==> src/rtl/t1c_pkg.sv <==
package t1c_pkg;
  localparam int SLOT_W = 8;
  typedef logic [SLOT_W-1:0] slot_byte_t;

  typedef struct packed {
    logic a;
    logic b;
  } sig_pair_t;
endpackage

==> src/rtl/t1c_mask_bank.sv <==
// Clear-channel mask: byte-written shadow copy, frame-aligned active copy.
module t1c_mask_bank #(
  parameter int NUM_SLOTS = 24
) (
  input  logic                 clk,
  input  logic                 rst_n,
  input  logic                 wr_en,
  input  logic [((((NUM_SLOTS+7)/8) > 1) ? $clog2((NUM_SLOTS+7)/8) : 1)-1:0] wr_idx,
  input  t1c_pkg::slot_byte_t  wr_data,
  input  logic                 frame_start,
  output logic [NUM_SLOTS-1:0] mask_eff
);
  localparam int NBYTES = (NUM_SLOTS + 7) / 8;
  localparam int IW     = (NBYTES > 1) ? $clog2(NBYTES) : 1;
  localparam int SH_W   = NBYTES * 8;

  logic [SH_W-1:0]      shadow_q, shadow_d;
  logic [NUM_SLOTS-1:0] active_q, active_d;

  for (genvar k = 0; k < NBYTES; k++) begin : g_byte
    always_comb begin
      shadow_d[k*8 +: 8] = shadow_q[k*8 +: 8];
      if (wr_en && (wr_idx == IW'(k))) begin
        shadow_d[k*8 +: 8] = wr_data;
      end
    end
  end

  // The active copy is refreshed from the shadow on the slot-0 beat and
  // used in that same beat, so a frame never sees a half-written mask.
  always_comb begin
    active_d = active_q;
    mask_eff = active_q;
    if (frame_start) begin
      active_d = shadow_q[NUM_SLOTS-1:0];
      mask_eff = shadow_q[NUM_SLOTS-1:0];
    end
  end

  always_ff @(posedge clk or negedge rst_n) begin
    if (!rst_n) begin
      shadow_q <= '0;
      active_q <= '0;
    end else begin
      shadow_q <= shadow_d;
      active_q <= active_d;
    end
  end
endmodule

==> src/rtl/t1c_frame_track.sv <==
// Slot index within the frame and frame number within the superframe.
module t1c_frame_track #(
  parameter int NUM_SLOTS = 24,
  parameter int SF_LEN    = 12,
  localparam int SW = $clog2(NUM_SLOTS),
  localparam int FW = $clog2(SF_LEN + 1)
) (
  input  logic          clk,
  input  logic          rst_n,
  input  logic          beat,
  input  logic          sof,
  input  logic          sf_start,
  output logic [SW-1:0] slot_eff,
  output logic [FW-1:0] frame_eff
);
  localparam logic [SW-1:0] LAST_SLOT = SW'(NUM_SLOTS - 1);
  localparam logic [FW-1:0] LAST_FRM  = FW'(SF_LEN);
  localparam logic [FW-1:0] FIRST_FRM = FW'(1);

  logic [SW-1:0] slot_q;
  logic [FW-1:0] frame_q;
  logic          sof_beat;

  assign sof_beat = beat && sof;

  always_comb begin
    slot_eff  = slot_q;
    frame_eff = frame_q;
    if (sof_beat) begin
      slot_eff = '0;
      if (sf_start || (frame_q == LAST_FRM)) begin
        frame_eff = FIRST_FRM;
      end else begin
        frame_eff = frame_q + FW'(1);
      end
    end else if (beat && (slot_q != LAST_SLOT)) begin
      slot_eff = slot_q + SW'(1);
    end
  end

  always_ff @(posedge clk or negedge rst_n) begin
    if (!rst_n) begin
      slot_q  <= LAST_SLOT;
      frame_q <= LAST_FRM;
    end else if (beat) begin
      slot_q  <= slot_eff;
      frame_q <= frame_eff;
    end
  end
endmodule

==> src/rtl/t1c_slot_cond.sv <==
// Per-slot byte conditioning: robbed-bit insertion, then B7 stuffing.
module t1c_slot_cond #(
  parameter int FW          = 4,
  parameter int SIG_A_FRAME = 6,
  parameter int SIG_B_FRAME = 12
) (
  input  t1c_pkg::slot_byte_t data_in,
  input  logic                clear,
  input  logic [FW-1:0]       frame,
  input  t1c_pkg::sig_pair_t  sig,
  output t1c_pkg::slot_byte_t data_out
);
  localparam logic [FW-1:0] A_FRM = FW'(SIG_A_FRAME);
  localparam logic [FW-1:0] B_FRM = FW'(SIG_B_FRAME);
  localparam t1c_pkg::slot_byte_t B7_ONE = t1c_pkg::slot_byte_t'(2);

  t1c_pkg::slot_byte_t robbed;

  always_comb begin
    robbed = data_in;
    if (!clear && (frame == A_FRM)) begin
      robbed[0] = sig.a;
    end else if (!clear && (frame == B_FRM)) begin
      robbed[0] = sig.b;
    end
  end

  always_comb begin
    data_out = robbed;
    if (!clear && (robbed == '0)) begin
      data_out = B7_ONE;
    end
  end
endmodule

==> src/rtl/t1c_fbit_sel.sv <==
// Outgoing F-bit: system input or the FS/DL slot's last bit of the prior frame.
module t1c_fbit_sel #(
  parameter int SW = 5
) (
  input  logic          clk,
  input  logic          rst_n,
  input  logic          beat,
  input  logic          sof,
  input  logic [SW-1:0] slot_eff,
  input  logic [SW-1:0] fsdl_slot,
  input  logic          data_lsb,
  input  logic          transparent,
  input  logic          fbit_in,
  output logic          fbit_out
);
  logic fsdl_q, fsdl_d;
  logic fbit_q, fbit_d;

  always_comb begin
    fsdl_d = fsdl_q;
    fbit_d = fbit_q;
    if (beat && sof) begin
      fbit_d = transparent ? fsdl_q : fbit_in;
    end
    if (beat && (slot_eff == fsdl_slot)) begin
      fsdl_d = data_lsb;
    end
  end

  always_ff @(posedge clk or negedge rst_n) begin
    if (!rst_n) begin
      fsdl_q <= 1'b0;
      fbit_q <= 1'b0;
    end else begin
      fsdl_q <= fsdl_d;
      fbit_q <= fbit_d;
    end
  end

  assign fbit_out = fbit_q;
endmodule

==> src/rtl/t1_tx_payload_cond.sv <==
module t1_tx_payload_cond #(
  parameter int NUM_SLOTS   = 24,
  parameter int SF_LEN      = 12,
  parameter int SIG_A_FRAME = 6,
  parameter int SIG_B_FRAME = 12
) (
  input  logic                                  clk,
  input  logic                                  rst_n,
  input  logic                                  in_valid,
  input  logic                                  in_sof,
  input  logic [7:0]                            in_data,
  input  logic                                  in_fbit,
  input  logic                                  sf_start,
  input  logic                                  sig_int_a,
  input  logic                                  sig_int_b,
  input  logic                                  sig_ext_a,
  input  logic                                  sig_ext_b,
  input  logic                                  cfg_sig_ext,
  input  logic                                  cfg_transparent,
  input  logic [$clog2(NUM_SLOTS)-1:0]          cfg_fsdl_slot,
  input  logic                                  mask_wr_en,
  input  logic [$clog2((NUM_SLOTS+7)/8)-1:0]    mask_wr_idx,
  input  logic [7:0]                            mask_wr_data,
  output logic                                  out_valid,
  output logic                                  out_sof,
  output logic [7:0]                            out_data,
  output logic                                  out_fbit
);
  localparam int SW = $clog2(NUM_SLOTS);
  localparam int FW = $clog2(SF_LEN + 1);

  logic [NUM_SLOTS-1:0] mask_eff;
  logic [SW-1:0]        slot_eff;
  logic [FW-1:0]        frame_eff;
  logic                 clear_hit;
  logic                 sof_beat;
  t1c_pkg::sig_pair_t   sig_sel;
  t1c_pkg::slot_byte_t  cond_byte;

  logic                 valid_q, sof_q;
  t1c_pkg::slot_byte_t  data_q, data_d;

  assign sof_beat = in_valid && in_sof;

  t1c_mask_bank #(.NUM_SLOTS(NUM_SLOTS)) u_mask (
    .clk         (clk),
    .rst_n       (rst_n),
    .wr_en       (mask_wr_en),
    .wr_idx      (mask_wr_idx),
    .wr_data     (mask_wr_data),
    .frame_start (sof_beat),
    .mask_eff    (mask_eff)
  );

  t1c_frame_track #(.NUM_SLOTS(NUM_SLOTS), .SF_LEN(SF_LEN)) u_track (
    .clk       (clk),
    .rst_n     (rst_n),
    .beat      (in_valid),
    .sof       (in_sof),
    .sf_start  (sf_start),
    .slot_eff  (slot_eff),
    .frame_eff (frame_eff)
  );

  assign clear_hit = mask_eff[slot_eff];

  always_comb begin
    if (cfg_sig_ext) begin
      sig_sel.a = sig_ext_a;
      sig_sel.b = sig_ext_b;
    end else begin
      sig_sel.a = sig_int_a;
      sig_sel.b = sig_int_b;
    end
  end

  t1c_slot_cond #(
    .FW          (FW),
    .SIG_A_FRAME (SIG_A_FRAME),
    .SIG_B_FRAME (SIG_B_FRAME)
  ) u_cond (
    .data_in  (in_data),
    .clear    (clear_hit),
    .frame    (frame_eff),
    .sig      (sig_sel),
    .data_out (cond_byte)
  );

  t1c_fbit_sel #(.SW(SW)) u_fbit (
    .clk         (clk),
    .rst_n       (rst_n),
    .beat        (in_valid),
    .sof         (in_sof),
    .slot_eff    (slot_eff),
    .fsdl_slot   (cfg_fsdl_slot),
    .data_lsb    (in_data[0]),
    .transparent (cfg_transparent),
    .fbit_in     (in_fbit),
    .fbit_out    (out_fbit)
  );

  always_comb begin
    data_d = data_q;
    if (in_valid) begin
      data_d = cond_byte;
    end
  end

  always_ff @(posedge clk or negedge rst_n) begin
    if (!rst_n) begin
      valid_q <= 1'b0;
      sof_q   <= 1'b0;
      data_q  <= '0;
    end else begin
      valid_q <= in_valid;
      sof_q   <= sof_beat;
      data_q  <= data_d;
    end
  end

  assign out_valid = valid_q;
  assign out_sof   = sof_q;
  assign out_data  = data_q;
endmodule

==> config.mk <==
export PLATFORM = sky130hd
export DESIGN_NAME = t1_tx_payload_cond
export DESIGN_NICKNAME = d
export VERILOG_FILES = /design/src/rtl/t1c_pkg.sv /design/src/rtl/t1c_mask_bank.sv /design/src/rtl/t1c_frame_track.sv /design/src/rtl/t1c_slot_cond.sv /design/src/rtl/t1c_fbit_sel.sv /design/src/rtl/t1_tx_payload_cond.sv
export SDC_FILE = /design/constraint.sdc
export NUM_CORES = 1
export LEC_CHECK = 0
export ABC_AREA = 0
export CORE_ASPECT_RATIO = 0.8
export CORE_MARGIN = 2
export CORE_UTILIZATION = 57
export DETAILED_ROUTE_END_ITERATION = 16
export DONT_BUFFER_PORTS = 1
export GPL_ROUTABILITY_DRIVEN = 0
export PLACE_DENSITY = 0.72
export SYNTH_ARGS = -nofsm -noshare
export SYNTH_HDL_FRONTEND = slang
export SYNTH_HIERARCHICAL = 1
export SYNTH_SLANG_ARGS = --single-unit
==> constraint.sdc <==
create_clock -name clk -period 10.42 [get_ports clk]
set_input_delay 0.521 -clock clk [delete_from_list [all_inputs] [get_ports clk]]
set_output_delay 0.521 -clock clk [all_outputs]
set_load 0.005 [all_outputs]
==> results of run 1 <==
what timing repair did:
action / in CTS / in global routing
setup endpoints to repair: 0 / 0
hold buffers: 2 / 1
hold endpoints to repair: 63 / 2
kinds of logic (layout without fill, tap and decap cells):
kind of cell | count (synthesis) | count (layout) | share of synthesized area [%]
AO/OA/AOI/OAI | 31 | 31 | 6.19
buffers and inverters | 18 | 24 | 2.77
AND/OR/NAND/NOR | 34 | 34 | 8.26
flip-flops | 69 | 69 | 53.2
multiplexers | 74 | 74 | 27.0
adder cells (fa/ha/maj) | 3 | 3 | 1.15
XOR/XNOR | 5 | 5 | 1.34
metrics by stage:
| stage | power [uW] | hold WS [ns] | area (sq um) |
|---|---|---|---|
| finish | 757 | 0.0422 | 3590 |
| global route | 793 | 0.0570 | 3590 |
| CTS | 762 | 0.00438 | 3580 |
| detailed placement | 481 | 0.228 | 3280 |
| global placement | 471 | 0.227 | 3280 |
| floorplan | 452 | 0.225 | 3260 |
sequential cells by signal, indices dropped and copies added, names as in the netlist:
register	flops
out_sof	1
u_mask/active_q	24
out_valid	1
u_fbit/fsdl_q	1
out_data	8
u_fbit/fbit_out	1
u_mask/shadow_q	24
u_track/frame_q	4
u_track/slot_q	5
layer usage:
layer,share of wire [%],vias up,track usage (%)
met4,1.5,0,7.74
met2,49,55,35.8
met3,6.1,13,6.91
met5,0,-,0
met1,43,1006,30.4
li1,-,868,-
cells in the final DEF, fill, tap and decap left out, types with 2 or more instances in the layout:
cell type / instances
or4_4: 2
nand2_1: 5
nor3b_1: 4
bufinv_16: 3
nand3_1: 3
a22o_2: 2
mux4_2: 2
dfstp_2: 6
ha_1: 3
o41ai_1: 2
nand4_1: 2
mux4_1: 2
inv_1: 5
dfrtp_1: 63
a31oi_1: 4
dlygate4sd3_1: 2
xor2_1: 4
mux2_2: 65
and3b_1: 3
a21oi_1: 7
nand3b_2: 2
o221ai_1: 2
or2b_1: 2
and2_1: 2
a211oi_1: 2
mux2i_1: 4
o21ai_0: 9
clkbuf_8: 11
worst register-to-register path: stages (launching register included):
cell	delay (ns)
dfstp_2	0.57
ha_1	0.25
and2_1	0.19
o21ai_0	0.11
a31oi_1	0.88
mux2_2	0.43
o221ai_1	0.24
a21oi_1	0.12
or4_4	0.56
nor3b_1	0.37
a211oi_1	0.18
a31o_1	0.23
mux2_2	0.25
final cells by class:
| class | count | area share, % |
|---|---|---|
| Tap cell | 78 | 2.72 |
| Multi-Input combinational cell | 147 | 39.9 |
| Sequential cell | 69 | 48.3 |
| Clock inverter | 5 | 2.96 |
| Clock buffer | 11 | 4.22 |
| Inverter | 5 | 0.523 |
| Timing Repair Buffer | 3 | 1.32 |
worst paths after layout:
path / start / endpoint / slack [ns] / cells after the start
worst max-delay path: u_track/slot_q[0]$_DFFE_PN1P_ / out_data[1]$_DFFE_PN0P_ / 5.94 / 12
worst min-delay path: rst_n / u_mask/active_q[4]$_DFF_PN0_ / 0.04 / 1
worst max register to register: u_track/slot_q[0]$_DFFE_PN1P_ / out_data[1]$_DFFE_PN0P_ / 5.94 / 12
worst min register to register: u_mask/active_q[3]$_DFF_PN0_ / u_mask/active_q[3]$_DFF_PN0_ / 0.49 / 1
max in group asynchronous: rst_n / u_track/slot_q[1]$_DFFE_PN1P_ / 9.65 / 1
min in group clk: in_valid / out_valid$_DFF_PN0_ / 0.20 / 0
power by group through the flow:
stage	Sequential, uW	Clock (uW)	Combinational [uW]
floorplan	346	0	106
global placement	353	0	117
detailed placement	357	0	124
CTS	353	277	132
global route	359	289	144
finish	353	273	132
==> metrics.md, run 1 <==
| Metric | Value |
|---|---|
| DP Cell Count | `between 200 and 300` |
| Drt pass-1 iters | `4` |
| Cells after synthesis | `234` |
| Final-layout fill cell count | `about 390` |
| Global-route usage over all layers | `between 20 and 25%` |
| Multi-input logic area | `between 1000 and 1500 sq um` |
| Fin Setup TNS | `0 ns` |
| Clock Pin Slew Worst Setup and Hold Paths | `about 0.080 ns` |
| Vias per cell | `between 6 and 7` |
| Clock sink total | `69` |
| Die Width | `slightly below 90 um` |
| Post-Syn Nets | `around 270` |
| Ant. Diodes | `0` |
| Most frequent CP cell | `mux2_2` |
| Synth warn | `6` |
| Synth Register Bits | `approximately 70` |
| Post-synth EDFFs | `0` |
| Sw Ratio | `between 20% and 30%` |
| Post-CTS setup buffer count | `0` |
| Startpoint types | `flip-flop` |
| Leakage Power | `between 0.0015 and 0.002 uW` |
| Family with the most delay on the worst path | `compound AO/OA/AOI/OAI gates` |
| Max-Cap Viols | `0` |
| Logic pwr share | `~17%` |
| Worst setup slack after placement | `approximately 6 ns` |
| Die Ht | `71.6 um` |
| Post-synthesis sequential area ratio | `53.2%` |
| I/O pin cnt | `47` |
| CTS tree | `done` |
| Crit path DAT | `roughly 4.7 ns` |
| Max stage delay cell, worst path | `a31oi_1` |
| Synth async-reset ratio | `between 90% and 100%` |
| Avg WL per Cell | `around 20 um` |
| Vias in the first global route | `2055` |
| Sequential Power Share | `around 47%` |
| Worst slew pin tran | `1.17 ns` |
| Global route overflow | `0` |
| Initial DRC count | `around 130` |
| Internal | `approximately 570 uW` |
| CTS Buf Count | `9` |
| Max stage delay on crit path | `0.88 ns` |
| Routed WL | `6470 um` |
| Crit-path cells | `ha_1 > and2_1 > o21ai_0 > a31oi_1 > mux2_2 > o221ai_1 > a21oi_1 > or4_4 > nor3b_1 > a211oi_1 > a31o_1 > mux2_2` |
| Die Footprint | `between 6000 and 7000 sq um` |
| Status | `finished clean` |
| Final Net Count | `274` |
| CP required | `10.66 ns` |
| Fmax | `~0.22 GHz` |
| Max IR drop VDD | `~0.14 mV` |
| Slew Viols, Final | `0` |
| Tmin final | `~4.5 ns` |
| Setup crit end kind | `flip-flop` |
| Largest cells by area after synthesis | `dfrtp_1 48%, mux2_2 22%, dfstp_2 4.8%` |
| PwrDens | `roughly 210 nW/um^2` |
| Ys flop type | `dfrtp_1` |
| Final Hold Vio Count | `0` |
| First-pass GRT wire length | `10500 um` |
| Initial antenna violation count | `0` |
| Deepest clock path buffer count | `2` |
| Worst slew margin | `21.8%` |
| Unrepaired setup endpoints after global routing | `no` |
| FF+latch area | `1730 sq um` |
| Initial core utilization | `between 50% and 60%` |
| Psw | `between 150 and 200 uW` |
| Rows | `24` |
| Buffers and inverters on the worst path | `0` |
| DP Wirelength | `4310 um` |
| Worst Skew | `0.00885 ns` |
| Fraction of layout cells with a size suffix above 1 | `between 40% and 50%` |
| Core area | `5500 sq um` |
| Clock share of power | `around 36%` |
| Final Setup Violations | `0` |
| Synthesized area | `around 3300 sq um` |
| Area growth from synthesis to layout | `10.2%` |
| Post-CTS Resized | `0` |
| Final setup margin | `approximately 5.9 ns` |
| Share of the synthesized area in the top cell type | `~48%` |
| Clk Latency, worst-skew pair | `between 0.3 and 0.4 ns` |
| Port Buffer Count | `0` |
| Antenna Nets Post-Route | `0` |
| Non-filler cells, final | `318` |
| Hold Crit Class | `in -> async` |
| Final core occ | `about two thirds` |
| Final Cycle Share | `43.0%` |
| Yosys cell types | `43` |
| CTS Root Buffer Type | `clkbuf_8` |
| Via count | `1942` |
| Cell taking the most area after synthesis | `dfrtp_1` |
| Largest net degree at the start of global routing | `64` |
| CP Max Fanout | `8` |
| H-tree levels | `3` |
| Most frequent cells after synthesis | `65 x mux2_2, 63 x dfrtp_1, 9 x o21ai_0, 7 x a21oi_1, 7 x clkbuf_1` |
| Count leader, synth | `mux2_2` |
| Worst Setup Path Type | `reg -> reg` |
| Syn Area/Cell | `~14 sq um` |
| # DRC | `0` |
No activity file was read; power rests on OpenSTA's default activity.
==> run 2, diff against run 1 <==
- ABC_AREA: 0 -> 1
- clock period: 10.42 -> 4.7 ns (I/O delays scaled with it)
==> metrics.md, run 2 <==
| Metric | Value |
|---|---|
| Status | `finished clean` |
| DP Cell Count | `521 (+74%)` |
| Initial DRC count | `143 (+14%)` |
| Most frequent cells after synthesis | `137 x nand2_1, 71 x inv_1, 63 x dfrtp_1, 34 x nand3_1` |
| Worst Skew | `0.00826 ns (-0.000598 ns)` |
| Ant. Diodes | `0 (unchanged)` |
| CTS Buf Count | `9 (unchanged)` |
| Most frequent cells in the layout | `137 x nand2_1, 71 x inv_1, 63 x dfrtp_1, 34 x nand3_1` |
| Post-synthesis sequential area ratio | `48.2% (-5.1 points)` |
| Startpoint types | `flip-flop` |
| DP Wirelength | `5090 um (+18%)` |
| Yosys cell types | `28 (-35%)` |
| CP required | `4.93 ns (-5.73 ns)` |
| Max IR drop VDD | `0.270 mV (+97%)` |
| Final core occ | `63.1% (-2.2 points)` |
| Reg-to-reg startpoint | `u_track/slot_q[0]$_DFFE_PN1P_` |
| Post-Syn Nets | `497 (+82%)` |
| Final Hold Vio Count | `0 (unchanged)` |
| Die Width | `92.8 um (+4.9%)` |
| Hold Crit Class | `in -> reg` |
| Final Setup Violations | `0 (unchanged)` |
| Avg WL per Cell | `12.8 um (-37%)` |
| Share of the synthesized area in the top cell type | `43.8% (-4.6 points)` |
| Vias per cell | `5.16 (-16%)` |
| I/O pin cnt | `47 (unchanged)` |
| Max stage delay on crit path | `0.56 ns (-0.32 ns)` |
| Leakage Power | `0.00199 uW (+30%)` |
| Clock sink total | `69 (unchanged)` |
| Setup crit end kind | `flip-flop` |
| Die Ht | `75.1 um (+4.8%)` |
| Max-Cap Viols | `0 (unchanged)` |
| Final Cycle Share | `69.0% (+26 points)` |
| Worst Setup EP | `out_data[1]$_DFFE_PN0P_` |
| Count leader, synth | `nand2_1` |
| End of the worst register-to-register path | `out_data[1]$_DFFE_PN0P_` |
| Synth async-reset ratio | `100% (unchanged)` |
| Final Power | `1450 uW (+91%)` |
| Clk Latency, worst-skew pair | `0.34 ns (about the same)` |
| Core area | `6010 sq um (+9.3%)` |
| Non-filler cells, final | `540 (+70%)` |
| Slew Viols, Final | `0 (unchanged)` |
| Cell taking the most area after synthesis | `dfrtp_1` |
| R2r setup slk | `1.46 ns (-4.48 ns)` |
| H-tree levels | `3 (unchanged)` |
| Max stage delay cell, worst path | `dfstp_2` |
| Worst path depth | `20 (+8)` |
| # DRC | `0 (unchanged)` |
| Crit path DAT | `3.48 ns (-1.23 ns)` |
| Via count | `2786 (+43%)` |
| Final-layout fill cell count | `566 (+45%)` |
| Fmax | `0.308 GHz (+38%)` |
| CP Max Fanout | `12 (+4)` |
| Final Cell Area | `3790 sq um (+5.6%)` |
| Cells after synthesis | `458 (+96%)` |
| Family with the most delay on the worst path | `simple AND/OR/NAND/NOR gates` |
| Most common cell after layout, fill and taps aside | `nand2_1` |
| Initial antenna violation count | `0 (unchanged)` |
| Syn Area/Cell | `7.86 sq um (-44%)` |
| Fin Setup TNS | `0 ns (unchanged)` |
| Worst slew margin | `52.6% (+31 points)` |
| Port Buffer Count | `0 (unchanged)` |
| CTS tree | `done` |
| Largest cells by area after synthesis | `dfrtp_1 44%, nand2_1 14%, inv_1 7.4%` |
| Worst slew pin tran | `0.709 ns (-0.459 ns)` |
| Placed instance area | `3580 sq um (+9.1%)` |
| Unrepaired setup endpoints after global routing | `no` |
| Tmin final | `3.24 ns (-1.24 ns)` |
| CTS Root Buffer Type | `clkbuf_8` |
| Synth warn | `6 (unchanged)` |
| Synth Register Bits | `69 (unchanged)` |
| Most frequent CP cell | `nand2_1` |
| Worst Hold Launch | `in_data[0]` |
| Fraction of layout cells with a size suffix above 1 | `10.7% (-33 points)` |
| Buffers and inverters on the worst path | `2 (+2)` |
| Largest net degree at the start of global routing | `70 (+9.4%)` |
| Drt pass-1 iters | `4 (unchanged)` |
| Clock Pin Slew Worst Setup and Hold Paths | `0.07 ns (about the same)` |
| Initial core utilization | `59.9% (+0.65 points)` |
| PwrDens | `382 nW/um^2 (+81%)` |
| Worst r2r path cells | `20 (+8)` |
| Antenna Nets Post-Route | `0 (unchanged)` |
| Post-CTS Resized | `0 (unchanged)` |
| Die Footprint | `6970 sq um (+9.9%)` |
| Routed WL | `6930 um (+7.1%)` |
| Post-synth EDFFs | `0 (unchanged)` |
| Synthesized area | `3600 sq um (+10%)` |
| Crit-path cells | `ha_1 > nand2_1 > inv_1 > nand2_1 > nand2_1 > nor2_1 > nor2_1 > inv_1 > nand3_1 > nand3_1 > nand3b_1 > nand2_1 > nand2_1 > nand2_1 > nor2_1 > nand4_1 > nand2b_4 > nand3_1 > nand2_1 > mux2_2` |
| Global route overflow | `0 (unchanged)` |
| Rows | `25 (+4.2%)` |
| Worst Setup SP | `u_track/slot_q[0]$_DFFE_PN1P_` |
| Vias in the first global route | `2631 (+28%)` |
| Final Net Count | `493 (+80%)` |
| Ys flop type | `dfrtp_1` |
| Deepest clock path buffer count | `2 (unchanged)` |
| Area growth from synthesis to layout | `5.29%` |
| Worst Setup Path Type | `reg -> reg` |
| First-pass GRT wire length | `12100 um (+15%)` |
| Global-route usage over all layers | `22.4% (-0.31 points)` |
-- run 2: area by class of cell --
type | instances | area [sq um] | share of cell area (%)
clock buffers | 11 | 131 | 3.47
clock inverters | 5 | 27.5 | 0.727
inverters | 76 | 287 | 7.56
multi-input cells | 293 | 1450 | 38.1
flip-flops and latches | 69 | 1730 | 45.8
well taps | 81 | 101 | 2.68
repair buffers | 5 | 62.6 | 1.65
-- run 2: cell families (layout without fill, tap and decap cells) --
logic type               count (synthesis)  after routing  synth area share, %
AO/OA/AOI/OAI                           42             42                 5.98
XOR/XNOR                                 2              2                0.487
flip-flops                              69             69                 48.2
adder cells (fa/ha/maj)                  3              3                 1.04
AND/OR/NAND/NOR                        235            235                 29.2
multiplexers                            11             11                 3.41
buffers and inverters                   96             97                 11.6
-- run 2: worst min path at each step --
stage / cells past startpoint / endpoint / slack (ns)
floorplan: 0 / out_data[0]$_DFFE_PN0P_ / -0.06
global placement: 0 / u_mask/shadow_q[10]$_DFFE_PN0P_ / -0.06
detailed placement: 0 / u_mask/shadow_q[10]$_DFFE_PN0P_ / -0.06
CTS: 1 / out_data[4]$_DFFE_PN0P_ / 0.02
global route: 1 / out_data[3]$_DFFE_PN0P_ / 0.02
finish: 2 / u_fbit/fsdl_q$_DFFE_PN0P_ / 0.04
-- run 2: per-layer routing --
layer  wire length [um]  vias to the layer above  global-route usage (%)
met5                  0                        -                       0
met2               3060                       49                    34.9
met3                304                        6                    5.91
met4                 52                        0                    6.54
met1               3510                     1309                    31.6
li1                   -                     1422                       -
-- run 2: repair_timing --
action,CTS,global route
endpoints found under the hold margin,70,0
hold buffers,3,0
setup buffers,0,0
-- run 2: report_power, final --
part,leakage (uW),internal (uW),switching [uW]
logic,0.00106,107,187
registers,0.000851,701,52.3
clock network,0.0000829,188,212
total,0.00199,996,451
-- run 2: through the flow --
stage,hold WS [ns],setup slack [ns]
3_3_place_gp,-0.0584,1.64
2_1_floorplan,-0.0606,1.96
4_1_cts,0.0243,1.47
5_1_grt,0.0237,1.00
3_5_place_dp,-0.0585,1.47
6_report,0.0379,1.46
==> run 3, diff against run 2 <==
- ABC_AREA: 1 -> 0
- clock period: 4.7 -> 3.1 ns (I/O delays scaled with it)
==> metrics.md, run 3 (synthesis gave the netlist of run 1 again) <==
| Metric | Value |
|---|---|
| H-tree levels | `3 (unchanged)` |
| Failing checks | `setup timing` |
| Fmax | `0.276 GHz (-11%)` |
| Final Net Count | `327 (-34%)` |
| Slew Viols, Final | `0 (unchanged)` |
| CTS tree | `done` |
| Sw Ratio | `26.2% (-5.0 points)` |
| Internal | `1810 uW (+82%)` |
| Worst slew margin | `60.8% (+8.2 points)` |
| Max IR drop VDD | `0.347 mV (+28%)` |
| Routed WL | `7350 um (+6.0%)` |
| Hold Crit Class | `in -> reg` |
| R2r setup slk | `-0.52 ns (-1.98 ns)` |
| Core area | `5500 sq um (-8.5%)` |
| Clock share of power | `29.1% (+1.5 points)` |
| Vias per cell | `5.71 (+11%)` |
| Rows | `24 (-4.0%)` |
| Setup crit end kind | `flip-flop` |
| Port Buffer Count | `0 (unchanged)` |
| Startpoint types | `flip-flop` |
| Sequential Power Share | `48.1% (-4.0 points)` |
| Initial DRC count | `153 (+7.0%)` |
| Final Hold Vio Count | `0 (unchanged)` |
| Via count | `2117 (-24%)` |
| Die Width | `88.5 um (-4.7%)` |
| Tmin final | `3.62 ns (+0.383 ns)` |
| Psw | `644 uW (+43%)` |
| Clock Pin Slew Worst Setup and Hold Paths | `0.07 ns (about the same)` |
| Most frequent cells in the layout | `63 x dfrtp_1, 62 x mux2_2, 27 x dlygate4sd3_1, 27 x buf_4, 10 x clkbuf_8` |
| Crit path DAT | `3.86 ns (+0.38 ns)` |
| Clk Latency, worst-skew pair | `0.35 ns (about the same)` |
| Global route overflow | `0 (unchanged)` |
| Worst Hold Launch | `in_sof` |
| Leakage Power | `0.00178 uW (-11%)` |
| Fraction of layout cells with a size suffix above 1 | `47.1% (+36 points)` |
| Worst Setup Path Type | `reg -> reg` |
| # DRC | `0 (unchanged)` |
| Hold path depth | `2 (unchanged)` |
| CTS Root Buffer Type | `clkbuf_8` |
| Area growth from synthesis to layout | `24.7%` |
| CP Max Fanout | `3 (-9)` |
| Initial antenna violation count | `0 (unchanged)` |
| Worst slew pin tran | `0.581 ns (-0.127 ns)` |
| Reg-to-reg startpoint | `u_track/slot_q[1]$_DFFE_PN1P_` |
| End of the worst register-to-register path | `out_data[0]$_DFFE_PN0P_` |
| Worst r2r path cells | `12 (-40%)` |
| Antenna Nets Post-Route | `0 (unchanged)` |
| First-pass GRT wire length | `11800 um (-2.1%)` |
| Most common cell after layout, fill and taps aside | `dfrtp_1` |
| Worst setup slack after placement | `-0.636 ns (-2.11 ns)` |
| Unrepaired setup endpoints after global routing | `yes` |
| Status | `finished, violations left` |
| Hold Path Sink | `u_track/frame_q[1]$_DFFE_PN0P_` |
| Final setup margin | `-0.524 ns (-1.98 ns)` |
| Avg WL per Cell | `19.8 um (+54%)` |
| Max-Cap Viols | `0 (unchanged)` |
| Drt pass-1 iters | `4 (unchanged)` |
| Clock sink total | `69 (unchanged)` |
| Worst Skew | `0.0101 ns (+0.00185 ns)` |
| Vias in the first global route | `2354 (-11%)` |
| Final Cycle Share | `117% (+48 points)` |
| CP required | `3.34 ns (-1.59 ns)` |
| PwrDens | `605 nW/um^2 (+58%)` |
| Global-route usage over all layers | `25.9% (+3.5 points)` |
| DP Wirelength | `4800 um (-5.6%)` |
| Die Ht | `71.6 um (-4.6%)` |
| Logic pwr share | `22.9% (+2.6 points)` |
| Largest net degree at the start of global routing | `70 (unchanged)` |
| Ant. Diodes | `0 (unchanged)` |
| CTS Buf Count | `9 (unchanged)` |
| Final Power | `2460 uW (+70%)` |
| Initial core utilization | `59.3% (-0.65 points)` |
| Final Setup Violations | `2 (+2)` |
| Final core occ | `73.9% (+11 points)` |
| Deepest clock path buffer count | `2 (unchanged)` |
| I/O pin cnt | `47 (unchanged)` |
| Die Footprint | `6340 sq um (-9.0%)` |
==> run 3: worst max-delay path: stages, from the launching register on <==
cell and delay [ns]:
dfstp_2 0.56, ha_4 0.16, nand4b_4 0.11, and2_4 0.16, mux2_4 0.29, mux4_2 0.41, mux2_4 0.27, and3_4 0.17
or4_4 0.53, nor3b_4 0.24, mux2i_2 0.27, nand2_1 0.08, mux2_2 0.27
==> run 3: power by group through the flow <==
| stage | Combinational [uW] | Sequential, uW | Clock [uW] |
|---|---|---|---|
| CTS | 538 | 1180 | 728 |
| floorplan | 364 | 1170 | 0 |
| finish | 562 | 1180 | 714 |
| global route | 612 | 1200 | 779 |
| detailed placement | 474 | 1190 | 0 |
| global placement | 448 | 1180 | 0 |
==> run 3: final cells by class <==
class / instances / area, sq um
Tap cell: 78 / 97.6
Sequential cell: 69 / 1730
Clock buffer: 12 / 145
Multi-Input combinational cell: 147 / 1500
Timing Repair Buffer: 56 / 520
Clock inverter: 4 / 47.5
Inverter: 5 / 18.8
Fill cell: 346 / 1430
==> run 3: worst max-delay path by stage <==
stage	endpoint	from	slack, ns	cells past startpoint
floorplan	out_data[1]$_DFFE_PN0P_	u_track/slot_q[0]$_DFFE_PN1P_	-0.56	12
global placement	out_data[1]$_DFFE_PN0P_	u_track/slot_q[1]$_DFFE_PN1P_	-0.54	12
detailed placement	out_data[1]$_DFFE_PN0P_	u_track/slot_q[1]$_DFFE_PN1P_	-0.64	12
CTS	out_data[1]$_DFFE_PN0P_	u_track/slot_q[0]$_DFFE_PN1P_	-0.50	12
global route	out_data[0]$_DFFE_PN0P_	u_track/slot_q[0]$_DFFE_PN1P_	-0.64	12
finish	out_data[0]$_DFFE_PN0P_	u_track/slot_q[1]$_DFFE_PN1P_	-0.52	12
==> run 3: stage by stage <==
stage	TNS [ns]	instances	hold WS [ns]	area, sq um
floorplan	-0.979	234	-0.141	3280
global placement	-0.995	325	-0.138	3510
detailed placement	-1.13	325	-0.138	3510
CTS	-1.00	369	0.000867	4010
global route	-1.26	371	0.0193	4060
finish	-1.03	371	0.0213	4060
==> run 3: repair_timing <==
action,4_1_cts,5_1_grt
endpoints found under the hold margin,107,0
resized for setup,1,7
buffers inserted,0,2
pin swaps,1,0
hold buffers,28,0
setup endpoints to repair,2,2
==> run 3: routing by layer <==
| metal | GRT usage (%) | routed length [um] | vias to the layer above | part of all wire [%] |
|---|---|---|---|---|
| li1 | - | - | 970 | - |
| met1 | 32.5 | 3220 | 1072 | 44 |
| met2 | 41.4 | 3650 | 64 | 50 |
| met3 | 8.99 | 353 | 11 | 4.8 |
| met4 | 10.4 | 124 | 0 | 1.7 |
| met5 | 0 | 0 | - | 0 |
